## src/rtl/pt_walker_pkg.sv

```systemverilog
package pt_walker_pkg;

    typedef enum logic [2:0] {
        ST_IDLE  = 3'd0,
        ST_CHECK = 3'd1,
        ST_ISSUE = 3'd2,
        ST_WAIT  = 3'd3,
        ST_EVAL  = 3'd4,
        ST_DONE  = 3'd5
    } walk_state_e;

    typedef enum logic [2:0] {
        FLT_NONE      = 3'd0,
        FLT_BAD_DESC  = 3'd1,
        FLT_ROOT_READ = 3'd2,
        FLT_ENTRY_INV = 3'd3,
        FLT_WRITE     = 3'd4
    } walk_fault_e;

    localparam int unsigned ENTRY_W    = 64;
    localparam int unsigned IDX_BITS   = 9;
    localparam int unsigned PAGE_SHIFT = 12;
    localparam int unsigned ENT_SHIFT  = 3;
    localparam int unsigned ROOT_LEVEL = 4;
    localparam int unsigned MODE_LSB   = 2;
    localparam int unsigned BIT_PRES   = 0;
    localparam int unsigned BIT_RW     = 1;
    localparam int unsigned BIT_LARGE  = 7;

endpackage

```

## src/rtl/pt_entry_addr.sv

```systemverilog
module pt_entry_addr
    import pt_walker_pkg::*;
#(
    parameter int unsigned VA_W   = 48,
    parameter int unsigned PA_W   = 64,
    parameter int unsigned LEVELS = 4,
    parameter int unsigned LVL_W  = 3
) (
    input  logic [PA_W-1:0]  base,
    input  logic [VA_W-1:0]  iova,
    input  logic [LVL_W-1:0] level,
    output logic [PA_W-1:0]  addr
);
    logic [IDX_BITS-1:0] idx_tab [LEVELS];
    logic [IDX_BITS-1:0] idx;

    for (genvar g = 0; g < LEVELS; g++) begin : g_slice
        assign idx_tab[g] = iova[PAGE_SHIFT + g*IDX_BITS +: IDX_BITS];
    end

    always_comb begin
        idx = '0;
        for (int i = 0; i < LEVELS; i++) begin
            if (level == LVL_W'(i + 1)) idx = idx_tab[i];
        end
    end

    assign addr = base + PA_W'({idx, {ENT_SHIFT{1'b0}}});
endmodule

```

## src/rtl/pt_entry_decode.sv

```systemverilog
module pt_entry_decode
    import pt_walker_pkg::*;
#(
    parameter int unsigned HAW   = 48,
    parameter int unsigned PA_W  = 64,
    parameter int unsigned LVL_W = 3
) (
    input  logic [ENTRY_W-1:0] entry,
    input  logic [LVL_W-1:0]   level,
    output logic               present,
    output logic               writable,
    output logic               leaf,
    output logic [PA_W-1:0]    next_base
);
    localparam logic [ENTRY_W-1:0] BASE_MASK =
        ((ENTRY_W'(1) << HAW) - ENTRY_W'(1)) & ~((ENTRY_W'(1) << PAGE_SHIFT) - ENTRY_W'(1));

    assign present   = entry[BIT_PRES];
    assign writable  = entry[BIT_RW];
    assign leaf      = (level == LVL_W'(1)) || entry[BIT_LARGE];
    assign next_base = PA_W'(entry & BASE_MASK);
endmodule

```

## src/rtl/pt_walker.sv

```systemverilog
module pt_walker
    import pt_walker_pkg::*;
#(
    parameter int unsigned VA_W = 48,
    parameter int unsigned PA_W = 64,
    parameter int unsigned HAW  = 48
) (
    input  logic            clk,
    input  logic            rst_n,
    input  logic            req_valid,
    output logic            req_ready,
    input  logic [VA_W-1:0] req_iova,
    input  logic            req_write,
    input  logic [PA_W-1:0] req_desc,
    output logic            mem_req_valid,
    input  logic            mem_req_ready,
    output logic [PA_W-1:0] mem_req_addr,
    input  logic            mem_rsp_valid,
    input  logic [63:0]     mem_rsp_data,
    input  logic            mem_rsp_err,
    output logic            busy,
    output logic            done,
    output logic [63:0]     res_entry,
    output logic [2:0]      res_level,
    output logic            res_read,
    output logic            res_write,
    output logic [2:0]      res_fault
);
    localparam int unsigned LVL_W = 3;

    typedef struct packed {
        walk_state_e        st;
        logic [VA_W-1:0]    iova;
        logic               wr;
        logic [1:0]         mode;
        logic [PA_W-1:0]    base;
        logic [LVL_W-1:0]   lvl;
        logic               wacc;
        logic [ENTRY_W-1:0] ent;
        logic [ENTRY_W-1:0] r_ent;
        logic [LVL_W-1:0]   r_lvl;
        logic               r_rd;
        logic               r_wr;
        walk_fault_e        r_flt;
    } walk_regs_t;

    walk_regs_t q, d;

    logic             e_present, e_writable, e_leaf;
    logic [PA_W-1:0]  e_next;
    logic [PA_W-1:0]  rd_addr;
    logic [LVL_W-1:0] start_lvl;

    pt_entry_addr #(.VA_W(VA_W), .PA_W(PA_W), .LEVELS(ROOT_LEVEL), .LVL_W(LVL_W)) addr_i (
        .base (q.base),
        .iova (q.iova),
        .level(q.lvl),
        .addr (rd_addr)
    );

    pt_entry_decode #(.HAW(HAW), .PA_W(PA_W), .LVL_W(LVL_W)) dec_i (
        .entry    (q.ent),
        .level    (q.lvl),
        .present  (e_present),
        .writable (e_writable),
        .leaf     (e_leaf),
        .next_base(e_next)
    );

    assign start_lvl = LVL_W'(ROOT_LEVEL) + LVL_W'(q.mode);

    always_comb begin
        d = q;
        unique case (q.st)
            ST_IDLE: begin
                if (req_valid) begin
                    d.st    = ST_CHECK;
                    d.iova  = req_iova;
                    d.wr    = req_write;
                    d.mode  = req_desc[MODE_LSB +: 2];
                    d.base  = {req_desc[PA_W-1:PAGE_SHIFT], {PAGE_SHIFT{1'b0}}};
                    d.r_ent = '0;
                    d.r_lvl = '0;
                    d.r_rd  = 1'b0;
                    d.r_wr  = 1'b0;
                    d.r_flt = FLT_NONE;
                end
            end
            ST_CHECK: begin
                if (start_lvl != LVL_W'(ROOT_LEVEL)) begin
                    d.r_flt = FLT_BAD_DESC;
                    d.st    = ST_DONE;
                end else begin
                    d.lvl  = start_lvl;
                    d.wacc = 1'b1;
                    d.st   = ST_ISSUE;
                end
            end
            ST_ISSUE: begin
                if (mem_req_ready) d.st = ST_WAIT;
            end
            ST_WAIT: begin
                if (mem_rsp_valid) begin
                    if (mem_rsp_err) begin
                        d.r_flt = (q.lvl == LVL_W'(ROOT_LEVEL)) ? FLT_ROOT_READ : FLT_ENTRY_INV;
                        d.r_lvl = q.lvl;
                        d.st    = ST_DONE;
                    end else begin
                        d.ent = mem_rsp_data;
                        d.st  = ST_EVAL;
                    end
                end
            end
            ST_EVAL: begin
                d.r_lvl = q.lvl;
                if (!e_present) begin
                    d.r_flt = FLT_ENTRY_INV;
                    d.st    = ST_DONE;
                end else if (q.wr && !e_writable) begin
                    d.r_flt = FLT_WRITE;
                    d.r_rd  = 1'b1;
                    d.st    = ST_DONE;
                end else begin
                    d.wacc = q.wacc & e_writable;
                    if (e_leaf) begin
                        d.r_ent = q.ent;
                        d.r_rd  = 1'b1;
                        d.r_wr  = q.wacc & e_writable;
                        d.st    = ST_DONE;
                    end else begin
                        d.base = e_next;
                        d.lvl  = q.lvl - LVL_W'(1);
                        d.st   = ST_ISSUE;
                    end
                end
            end
            ST_DONE: d.st = ST_IDLE;
            default: d.st = ST_IDLE;
        endcase
    end

    always_ff @(posedge clk) begin
        if (!rst_n) q <= '0;
        else        q <= d;
    end

    assign req_ready     = (q.st == ST_IDLE);
    assign busy          = (q.st != ST_IDLE);
    assign done          = (q.st == ST_DONE);
    assign mem_req_valid = (q.st == ST_ISSUE);
    assign mem_req_addr  = rd_addr;
    assign res_entry     = q.r_ent;
    assign res_level     = q.r_lvl;
    assign res_read      = q.r_rd;
    assign res_write     = q.r_wr;
    assign res_fault     = q.r_flt;
endmodule

```

## config.mk

```make
export PLATFORM = sky130hd
export DESIGN_NAME = pt_walker
export DESIGN_NICKNAME = d
export VERILOG_FILES = /design/src/rtl/pt_walker_pkg.sv /design/src/rtl/pt_entry_addr.sv /design/src/rtl/pt_entry_decode.sv /design/src/rtl/pt_walker.sv
export SDC_FILE = /design/constraint.sdc
export NUM_CORES = 1
export LEC_CHECK = 0
export ABC_AREA = 1
export BUFFER_PORTS_ARGS = -buffer_cell sky130_fd_sc_hd__buf_2
export CORE_MARGIN = 2
export CORE_UTILIZATION = 54
export CTS_BUF_LIST = sky130_fd_sc_hd__clkbuf_8
export DETAILED_ROUTE_END_ITERATION = 10
export PLACE_DENSITY = 0.86
export SETUP_SLACK_MARGIN = 0.2
export SYNTH_ARGS = -nofsm -noshare
export SYNTH_HDL_FRONTEND = slang
export SYNTH_SLANG_ARGS = --single-unit
export TNS_END_PERCENT = 20
```

## constraint.sdc

```tcl
create_clock -name clk -period 2.3 [get_ports clk]
set_clock_uncertainty 0.15 [all_clocks]
set_input_delay 0.345 -clock clk [delete_from_list [all_inputs] [get_ports clk]]
set_output_delay 0.345 -clock clk [all_outputs]
set_load 0.05 [all_outputs]
```

==> impl_results.md <==
* Post-DR vias/cell at 5.65
* Max-Cap Viols at 0
* Final setup viols at 50
* CTS buffer count at 39
* Cells after synthesis at around 1500
* Largest net degree at the start of global routing at a little over 60
* CP Max Fanout at 5
* # clock sinks at 234
* Achievable Freq at 0.386 GHz
* Die area at 21400 µm²
* Final Max Tran Viols at 0
* Antenna violations before repair at 4
* Vert. Die Dim at 146 µm
* Worst-skew pair later-pin latency at 550 ps
* Mux cell area share after synthesis at 0%
* Gr ovfl total at 0
* Pleak at ~6.5 nW
* DRT iter0 DRCs at 996
* Mapped cell area at approximately 11000 µm²
* Finished Layout Cells at 2177
* Seq cells post-synth at 234
* Failing checks: setup timing
* Area leader, netlist: dfxtp_1
* Worst-Margin Slew at 731 ps
* Final hold slack at around 13 ps
* Setup crit start: q[138]
* Final worst setup slack at -288 ps
* Setup crit end kind: output port
* Worst rel slew slack at between 50% and 60%
* Status: complete, but fails checks
* First-pass GRT wire length at 60200 µm
* Adder-cell share of the synthesized area at less than 1%
* Synth top area share at 42.7%
* Clock tree buffer depth at 3
* Synth top area cells: dfxtp_1, nand2_1, a21oi_1
* Initial DRT Pass Iterations at 6
* CTS Root Cell: clkbuf_8
* Crit share post-route at 113%
* Share of layout cells above drive strength 1 at 30.8%
* Placed Cells at 1968
* Total global-route track usage at between 30% and 40%
* Synth Area in XOR/XNOR at 0.799%
* Worst Hold Launch: req_desc[58]
* Arr. time, crit path at 2090 ps
* Hpwl dp at around 24000 µm
* Core Area at 20100 µm²
* Vias in the first global route at about 12000
* CTS tree: yes
* Min Tclk post-route at 2590 ps
* Drt drc at 0
* Boundary pin count at ~320
* Unrepaired setup endpoints after global routing: yes
* Hold crit path type: input pin to flop
* Post-synth cell types at 43
* Synth Area in Compound Gates at 18.4%
* Wirelength per Cell at 18.7 µm
* Crit path launch type: flop
* Syn Area/Cell at 7.11 µm²
* Final net count at 2069
* RR Startpoint: q[138]
* Layout area overhead at 38.1%
* CP required at 1800 ps
* Initial Util at a little over half
* Die width at roughly 150 µm
* Power density over the cells at 736 nW/µm²
* Drt total wl at 40800 µm
* Largest family of logic cells by synthesized area: simple AND/OR/NAND/NOR gates
* Max VDD drop at 0.000631 V
* Worst-path clk slew at 60 ps
* Yosys warnings at 0
* Worst Path Class, Setup: flop to output port
* CTS H-tree depth at 2
* Post-Route Setup TNS at -4800 ps
* PortBufs at roughly 300
* Detailed-route via count at 12300
* Fill cells at 1393
* Post-synthesis sequential area ratio at 42.7%
* Hold Violations, Final at 0
* R2r setup slk at -150 ps
* Row count at 52
* ANT nets after route at 0
* Placer's final routability congestion estimate at 0.946
* Post-Synth Simple-Gate Area at approximately a quarter
-- cell families after synthesis --
kind of cell,count (synthesis)
compound gates,373
flops,234
xor+xnor,10
simple gates,621
buf+inv,296
fa+ha+maj,6
other cells,1
-- metal layers --
metal  wire [µm]  track usage (%)
met1       14900             41.6
met3        3730             6.41
met5           0                0
met4        2630             19.6
met2       19500             59.9
-- critical path: stages, from the launching register on --
cell and delay (ps):
dfxtp_4 370, inv_4 70, ha_4 160, inv_4 40, nor2_4 170, buf_6 130, nand3_2 80, nand2_2 90
nand2_2 60, nand2_4 80, xnor2_2 120, buf_6 190
-- stage by stage --
step                      power (mW)  util [%]  area (µm²)  setup WS (ps)
final                           11.1      75.3       15100           -288
after global placement          6.97      60.9       12200           45.3
after global routing            11.5      75.2       15100           -323
after floorplan                 6.29         -       11000          -61.1
after detailed placement        7.02      60.9       12200          -8.26
after CTS                       10.8      72.5       14600           -271
-- synthesized netlist by cell type --
| library cell | count |
|---|---|
| a211oi_1 | 2 |
| a21oi_1 | 166 |
| a21oi_2 | 1 |
| a22o_1 | 4 |
| a22oi_1 | 17 |
| a311oi_1 | 17 |
| a31oi_1 | 3 |
| buf_1 | 1 |
| buf_2 | 26 |
| buf_4 | 79 |
| clkbuf_1 | 78 |
| clkbuf_2 | 1 |
| clkinv_1 | 1 |
| conb_1 | 1 |
| dfxtp_1 | 234 |
| ha_1 | 6 |
| inv_1 | 98 |
| inv_2 | 10 |
| inv_4 | 2 |
| nand2_1 | 305 |
| nand2_2 | 11 |
| nand2_8 | 1 |
| nand3_1 | 42 |
| nand3_2 | 4 |
| nand4_1 | 20 |
| nor2_1 | 192 |
| nor2_2 | 14 |
| nor2_4 | 6 |
| nor3_1 | 17 |
| nor3b_1 | 1 |
| nor4_1 | 5 |
| nor4_4 | 1 |
| o211a_1 | 1 |
| o211ai_1 | 1 |
| o21a_1 | 1 |
| o21ai_0 | 154 |
| o21ai_1 | 4 |
| o221ai_1 | 1 |
| o311ai_0 | 1 |
| or2_2 | 1 |
| or3_1 | 1 |
| xnor2_1 | 2 |
| xor2_1 | 8 |
-- state kept, by name, indices dropped and copies added (netlist names) --
signal,count
res_write,1
res_entry,64
q,162
res_level,3
res_fault,3
res_read,1
-- timing repair --
action	in CTS	in global routing
cloned	5	2
endpoints found under the setup margin	121	171
hold buffers	110	0
buffers inserted	15	9
resized for setup	87	135
pin swaps	26	62
hold endpoints to repair	110	0
-- final timing paths --
kind,endpoint,depth (start not counted)
hold / removal,q[198],5
hold reg to reg,res_entry[53],2
setup / recovery,mem_req_addr[11],11
setup reg to reg,res_entry[47],15
-- power breakdown --
group / switching (mW) / leakage, nW / internal [mW]
registers: 0.250 / 1.91 / 4.33
clock network: 1.70 / 0.422 / 1.82
logic: 2.00 / 4.14 / 1.05
-- layout make-up --
cell class,instances,area (µm²),share of cell area [%]
flip-flops and latches,234,4700,31.1
inverters,111,442,2.92
clock buffers,43,592,3.91
diodes,5,12.5,0.0827
multi-input cells,1015,5410,35.7
clock inverters,20,113,0.744
repair buffers,479,3530,23.3
well taps,270,338,2.23
-- placed cells by master (no fill, tap or decap), drive strengths merged --
cell type and instances:
conb 4, clkinvlp 1, o211ai 1, or2 1, nand3 46, clkinv 3, o21a 1, a31oi 3
nand4 20, a22o 4, dfxtp 234, bufinv 1, nand2 317, ha 6, o221ai 1, o211a 1
o21ai 158, nor2 213, nor3b 1, o311ai 1, nor3 17, inv 126, a21oi 167, diode 5
or3 1, dlygate4sd3 110, a211oi 2, nor4 6, xor2 8, a311oi 17, clkbuf 45, a22oi 17
xnor2 2, buf 367
Power figures use the tool's default switching activity.
